**config.mk**
```make
export PLATFORM = sky130hd
export DESIGN_NAME = codec_ctl_writer
export DESIGN_NICKNAME = d
export VERILOG_FILES = /design/src/rtl/codec_ctl_pkg.sv /design/src/rtl/cc_phase_timer.sv /design/src/rtl/cc_shadow_bank.sv /design/src/rtl/codec_ctl_writer.sv
export SDC_FILE = /design/constraint.sdc
export NUM_CORES = 1
export LEC_CHECK = 0
export BUFFER_PORTS_ARGS = -buffer_cell sky130_fd_sc_hd__clkbuf_2
export CORE_MARGIN = 5
export CORE_UTILIZATION = 40
export DETAILED_ROUTE_END_ITERATION = 6
export GPL_ROUTABILITY_DRIVEN = 0
export SYNTH_ARGS = -nofsm -noshare
export SYNTH_HDL_FRONTEND = slang
export SYNTH_SLANG_ARGS = --single-unit
```
**constraint.sdc**
```tcl
create_clock -name clk_i -period 2.6 [get_ports clk_i]
set_clock_uncertainty 0.15 [all_clocks]
set_input_delay 0.39 -clock clk_i [delete_from_list [all_inputs] [get_ports clk_i]]
set_output_delay 0.39 -clock clk_i [all_outputs]
set_load 0.05 [all_outputs]
```
**src/rtl/codec_ctl_pkg.sv**
```systemverilog
package codec_ctl_pkg;

    localparam int CC_REG_W   = 5;
    localparam int CC_VAL_W   = 8;
    localparam int CC_FRAME_W = 3 + CC_REG_W + CC_VAL_W;
    localparam int CC_BIT_W   = $clog2(CC_FRAME_W);

    localparam logic [1:0] CC_DEV_ID = 2'b10;

    typedef enum logic [2:0] {
        ST_IDLE,
        ST_LEAD,
        ST_SEL,
        ST_CLK_LO,
        ST_DAT,
        ST_CLK_HI,
        ST_TAIL
    } cc_state_e;

    function automatic logic [CC_FRAME_W-1:0] cc_pack(
        input logic [CC_REG_W-1:0] reg_index,
        input logic [CC_VAL_W-1:0] value
    );
        return {CC_DEV_ID, 1'b1, reg_index, value};
    endfunction

endpackage

```
**src/rtl/cc_phase_timer.sv**
```systemverilog
module cc_phase_timer #(
    parameter int PHASE_CYC = 4
) (
    input  logic clk_i,
    input  logic rst_ni,
    input  logic load_i,
    output logic expired_o
);
    localparam int CNT_W = (PHASE_CYC > 1) ? $clog2(PHASE_CYC) : 1;
    localparam logic [CNT_W-1:0] RELOAD = CNT_W'(PHASE_CYC - 1);

    logic [CNT_W-1:0] cnt_d, cnt_q;

    always_comb begin
        if (load_i) begin
            cnt_d = RELOAD;
        end else if (cnt_q != '0) begin
            cnt_d = cnt_q - 1'b1;
        end else begin
            cnt_d = cnt_q;
        end
    end

    always_ff @(posedge clk_i or negedge rst_ni) begin
        if (!rst_ni) begin
            cnt_q <= '0;
        end else begin
            cnt_q <= cnt_d;
        end
    end

    assign expired_o = (cnt_q == '0);

endmodule

```
**src/rtl/cc_shadow_bank.sv**
```systemverilog
module cc_shadow_bank #(
    parameter int NUM_CODECS = 2,
    parameter int IDX_W      = 2,
    parameter int REG_W      = 5,
    parameter int VAL_W      = 8
) (
    input  logic             clk_i,
    input  logic             rst_ni,
    input  logic             we_i,
    input  logic [IDX_W-1:0] codec_i,
    input  logic [REG_W-1:0] addr_i,
    input  logic [VAL_W-1:0] wdata_i,
    output logic [VAL_W-1:0] rdata_o
);
    localparam int DEPTH = 1 << REG_W;

    logic [VAL_W-1:0] rd_k [NUM_CODECS];

    for (genvar k = 0; k < NUM_CODECS; k++) begin : g_bank
        logic [VAL_W-1:0] mem_q [DEPTH];
        logic             hit;

        assign hit     = (codec_i == IDX_W'(k));
        assign rd_k[k] = mem_q[addr_i];

        always_ff @(posedge clk_i or negedge rst_ni) begin
            if (!rst_ni) begin
                for (int a = 0; a < DEPTH; a++) begin
                    mem_q[a] <= '0;
                end
            end else if (we_i && hit) begin
                mem_q[addr_i] <= wdata_i;
            end
        end
    end

    always_comb begin
        rdata_o = '0;
        for (int k = 0; k < NUM_CODECS; k++) begin
            if (codec_i == IDX_W'(k)) begin
                rdata_o = rd_k[k];
            end
        end
    end

endmodule

```
**src/rtl/codec_ctl_writer.sv**
```systemverilog
module codec_ctl_writer
    import codec_ctl_pkg::*;
#(
    parameter int NUM_CODECS = 2,
    parameter int IDX_W      = 2,
    parameter int PHASE_CYC  = 4
) (
    input  logic                  clk_i,
    input  logic                  rst_ni,
    input  logic                  req_valid_i,
    input  logic                  req_mode_i,
    input  logic [IDX_W-1:0]      req_codec_i,
    input  logic [CC_REG_W-1:0]   req_addr_i,
    input  logic [CC_VAL_W-1:0]   req_val_i,
    input  logic [CC_VAL_W-1:0]   req_mask_i,
    output logic                  busy_o,
    output logic                  done_o,
    output logic                  reject_o,
    output logic                  sclk_o,
    output logic                  sdata_o,
    output logic [NUM_CODECS-1:0] csn_o
);
    localparam logic [IDX_W-1:0]    LAST_CODEC = IDX_W'(NUM_CODECS - 1);
    localparam logic [CC_BIT_W-1:0] LAST_BIT   = CC_BIT_W'(CC_FRAME_W - 1);

    typedef struct packed {
        cc_state_e               st;
        logic [IDX_W-1:0]        cur;
        logic                    mode;
        logic [CC_REG_W-1:0]     addr;
        logic [CC_VAL_W-1:0]     val;
        logic [CC_VAL_W-1:0]     mask;
        logic [CC_VAL_W-1:0]     wval;
        logic [CC_FRAME_W-1:0]   shreg;
        logic [CC_BIT_W-1:0]     nbit;
        logic                    sclk;
        logic                    sdat;
        logic [NUM_CODECS-1:0]   csn;
        logic                    busy;
        logic                    done;
        logic                    rej;
    } seq_t;

    seq_t               seq_d, seq_q;
    logic               tmr_load, tmr_exp;
    logic               sh_we;
    logic [CC_VAL_W-1:0] sh_rdata;

    cc_phase_timer #(
        .PHASE_CYC (PHASE_CYC)
    ) timer_i (
        .clk_i     (clk_i),
        .rst_ni    (rst_ni),
        .load_i    (tmr_load),
        .expired_o (tmr_exp)
    );

    cc_shadow_bank #(
        .NUM_CODECS (NUM_CODECS),
        .IDX_W      (IDX_W),
        .REG_W      (CC_REG_W),
        .VAL_W      (CC_VAL_W)
    ) shadow_i (
        .clk_i   (clk_i),
        .rst_ni  (rst_ni),
        .we_i    (sh_we),
        .codec_i (seq_q.cur),
        .addr_i  (seq_q.addr),
        .wdata_i (seq_q.wval),
        .rdata_o (sh_rdata)
    );

    always_comb begin
        seq_d      = seq_q;
        seq_d.done = 1'b0;
        seq_d.rej  = 1'b0;
        tmr_load   = 1'b0;
        sh_we      = 1'b0;

        unique case (seq_q.st)
            ST_IDLE: begin
                if (req_valid_i) begin
                    if (!req_mode_i && (int'(req_codec_i) >= NUM_CODECS)) begin
                        seq_d.rej = 1'b1;
                    end else begin
                        seq_d.mode = req_mode_i;
                        seq_d.cur  = req_mode_i ? '0 : req_codec_i;
                        seq_d.addr = req_addr_i;
                        seq_d.val  = req_val_i;
                        seq_d.mask = req_mask_i;
                        seq_d.busy = 1'b1;
                        seq_d.st   = ST_LEAD;
                        tmr_load   = 1'b1;
                    end
                end
            end
            ST_LEAD: begin
                if (tmr_exp) begin
                    seq_d.wval  = seq_q.mode ? ((sh_rdata & ~seq_q.mask) | seq_q.val)
                                             : seq_q.val;
                    seq_d.shreg = cc_pack(seq_q.addr, seq_d.wval);
                    seq_d.nbit  = '0;
                    for (int k = 0; k < NUM_CODECS; k++) begin
                        seq_d.csn[k] = (seq_q.cur != IDX_W'(k));
                    end
                    seq_d.st = ST_SEL;
                    tmr_load = 1'b1;
                end
            end
            ST_SEL: begin
                if (tmr_exp) begin
                    seq_d.sclk = 1'b0;
                    seq_d.st   = ST_CLK_LO;
                    tmr_load   = 1'b1;
                end
            end
            ST_CLK_LO: begin
                if (tmr_exp) begin
                    seq_d.sdat = seq_q.shreg[CC_FRAME_W-1];
                    seq_d.st   = ST_DAT;
                    tmr_load   = 1'b1;
                end
            end
            ST_DAT: begin
                if (tmr_exp) begin
                    seq_d.sclk = 1'b1;
                    seq_d.st   = ST_CLK_HI;
                    tmr_load   = 1'b1;
                end
            end
            ST_CLK_HI: begin
                if (tmr_exp) begin
                    tmr_load = 1'b1;
                    if (seq_q.nbit == LAST_BIT) begin
                        seq_d.sclk = 1'b1;
                        seq_d.sdat = 1'b1;
                        seq_d.csn  = '1;
                        sh_we      = 1'b1;
                        seq_d.st   = ST_TAIL;
                    end else begin
                        seq_d.shreg = {seq_q.shreg[CC_FRAME_W-2:0], 1'b0};
                        seq_d.nbit  = seq_q.nbit + 1'b1;
                        seq_d.sclk  = 1'b0;
                        seq_d.st    = ST_CLK_LO;
                    end
                end
            end
            ST_TAIL: begin
                if (tmr_exp) begin
                    if (seq_q.mode && (seq_q.cur != LAST_CODEC)) begin
                        seq_d.cur = seq_q.cur + 1'b1;
                        seq_d.st  = ST_LEAD;
                        tmr_load  = 1'b1;
                    end else begin
                        seq_d.busy = 1'b0;
                        seq_d.done = 1'b1;
                        seq_d.st   = ST_IDLE;
                    end
                end
            end
            default: seq_d.st = ST_IDLE;
        endcase
    end

    always_ff @(posedge clk_i or negedge rst_ni) begin
        if (!rst_ni) begin
            seq_q      <= '0;
            seq_q.st   <= ST_IDLE;
            seq_q.sclk <= 1'b1;
            seq_q.sdat <= 1'b1;
            seq_q.csn  <= '1;
        end else begin
            seq_q <= seq_d;
        end
    end

    assign busy_o   = seq_q.busy;
    assign done_o   = seq_q.done;
    assign reject_o = seq_q.rej;
    assign sclk_o   = seq_q.sclk;
    assign sdata_o  = seq_q.sdat;
    assign csn_o    = seq_q.csn;

endmodule

```
==> impl_metrics.ini <==
[timing]
min_period_ns = 2.59
setup_viol = 0
hold_ws_ns = 0.101
hold_violations = 0
worstMarginPinSlew_ns = 0.922
max_slew_margin = 0.385
drv_slew = 0
rsz0062_at_grt = true
fmax_mhz = 386
min_period_over_period = 0.997
finalSetupTns_ns = 0

[floorplan]
num_rows = 95
core_area_um2 = 66800
initial_core_util = 0.402
die_h_um = 269
fp.dieW_um = 269
dieArea_um2 = 72400
io_pins = 34

[clock_tree]
ctsHtreeMaxLevel = 3
clockBufferDepth = 3
cts.clk_slew.worst_paths_ns = 0.06
tritoncts = yes
worstSkewPairLatency_ns = 0.61
cts-root-buf = clkbuf_16
numCtsBuffers = 66
cts_sinks = 576

[worst_setup_path]
worstSetupStartpointType = flop
regToRegStartpoint = seq_q[55]$_DFFE_PN0P_
r2r_cells = 7
r2r_slack_ns = 0.008
crit_type = flop to flop
crit_required_ns = 2.94
crit_arrival_ns = 2.94
startpoint = seq_q[55]$_DFFE_PN0P_
r2r-end = seq_q[11]$_DFFE_PN0P_
crit_path_end_kind = flop
critPathMaxFanout = 20

[synth]
synth.cell_area_um2 = 26800
yosys.area.top_type = dfrtp_1
ys_ff_latch = 576
async_reset_ff_frac = 1.00
ys_seq_area_frac = 0.537
synth.distinct_cells = 62
yosysWarningCount = 0
synth_compound_area_frac = 0.0543
yosys.area_share.simple = 0.0698
post-synth-top-count-cell = dfrtp_1
synth_top_area_share = 0.534
synth.area.top_cells = dfrtp_1 53%, mux2_2 22%, mux2i_1 8.6%
synth_fa_ha_area_frac = 0.00187
synth_top_flop_cell = dfrtp_1
muxShareOfSynthArea = 0.309
netlist_instances = 2041
synth_top_family_by_area = multiplexers
postSynthAreaPerCell_um2 = 13.1
synth_edf_count = 0
syn-num-nets = 2072
yosys-top-cells-count = 572 x dfrtp_1, 531 x mux2_2, 230 x mux2i_1
synth_xor_area_frac = 0.000979

[layout]
drive_above_1_share = 0.474
areaGrowthSynthToFinish_pct = 22.5
nets = 2275
antenna_cells = 0

[drt]
drc = 0
first_pass_iters = 5
antenna_left = 0
routedWlPerCell_um = 23.4
dr.first_iter.drc_count = 1316
via_count = 17600
wirelength_um = 74000
vias_per_cell = 5.57

[global_routing]
antenna_found_initial = 0
grt_pass1_wl_um = 114000
grt_max_degree = 91
grt_pass1_vias = 18600
track_usage = 0.204
grt-ovfl-total = 0

[place]
io_buffers = 33
hpwl_um = 48400

[min_path]
worstHoldPathCells = 4
min_from = req_codec_i[1]
min_path_type = input pin to flop
holdPathEnd = seq_q[57]$_DFFE_PN0P_

[flow_run]
cap_violations = 0

[power]
ir_drop_uv = 496
leakagePower_nw = 15.3
power.density_nw_per_um2 = 858

[outcome]
outcome = finished, final reports clean
## report_power, final
group	switching (mW)	total (mW)	internal, mW
Clock	3.74	9.36	5.62
Combinational	5.28	8.37	3.10
Sequential	1.05	10.5	9.41
## layer usage
layer	wire length [um]	GRT usage
met5	0	0
met4	1610	0.0605
met3	4430	0.0380
met2	33400	0.312
met1	34600	0.298
## stage by stage
stage | cell area [um2] | instances | power, mW | setup slack [ns] | util
after global routing | 32900 | 3168 | 29.2 | -0.0660 | 0.492
after CTS | 32400 | 3160 | 27.8 | -0.0328 | 0.485
after floorplan | 26800 | 2041 | 14.5 | 0.248 | -
after global placement | 29500 | 3007 | 17.9 | -0.551 | 0.441
after detailed placement | 29500 | 3007 | 18.0 | -0.579 | 0.441
final | 32900 | 3168 | 28.2 | 0.00765 | 0.492
## cell type report
type                    count  area, um2
clock buffers             101       1920
repair buffers            286       2680
fillers                  5724      33900
clock inverters            18        253
flip-flops and latches    576      14400
inverters                  11       41.3
well taps                 873       1090
multi-input cells        1303      12400
## worst max-delay path: stages, from the launching register on
cell and delay, ns:
dfrtp_2 0.46, buf_12 0.19, or4b_4 0.67, o22ai_2 0.24, nor4_2 0.09, a211oi_2 0.31
a311oi_2 0.10, o32ai_1 0.25
## cells in the final DEF (no fill, tap or decap), types with 37 or more instances in the layout
| master | Yosys | final |
|---|---|---|
| o22ai_1 | 74 | 37 |
| nor2_2 | 51 | 54 |
| mux2_2 | 531 | 531 |
| clkbuf_16 | 0 | 68 |
| buf_4 | 6 | 182 |
| a22oi_1 | 46 | 39 |
| nand2_1 | 93 | 93 |
| buf_12 | 0 | 38 |
| dfrtp_1 | 572 | 560 |
| mux2i_1 | 230 | 227 |
## cells by family (layout without fill, tap and decap cells)
family / after synthesis / count (layout)
multiplexers: 761 / 761
adder cells (fa/ha/maj): 4 / 4
AO/OA/AOI/OAI: 223 / 223
buffers and inverters: 162 / 416
AND/OR/NAND/NOR: 312 / 312
flip-flops: 576 / 576
XOR/XNOR: 3 / 3
## state kept, by name (all words and copies together) (netlist names)
signal,flops
seq_q,55
done_o,1
busy_o,1
csn_o,2
sdata_o,1
sclk_o,1
shadow_i.g_bank.mem_q,512
timer_i.cnt_q,2
reject_o,1
## worst max-delay path by stage
| stage | endpoint | cells after the start |
|---|---|---|
| 2_1_floorplan | shadow_i.g_bank[0].mem_q[0]$_DFFE_PN0P_ | 8 |
| 3_3_place_gp | seq_q[33]$_DFFE_PN0P_ | 8 |
| 3_5_place_dp | seq_q[33]$_DFFE_PN0P_ | 8 |
| 4_1_cts | seq_q[30]$_DFFE_PN0P_ | 7 |
| 5_1_grt | seq_q[27]$_DFFE_PN0P_ | 10 |
| 6_report | seq_q[11]$_DFFE_PN0P_ | 7 |
## what timing repair did
item | in CTS | in global routing
endpoints found under the hold margin | 218 | 0
cloned | 1 | 1
gates resized for setup | 67 | 70
hold buffers | 25 | 0
setup buffers | 8 | 7
pin swaps | 3 | 17
setup endpoints to repair | 72 | 61
Power figures use the tool's default switching activity.
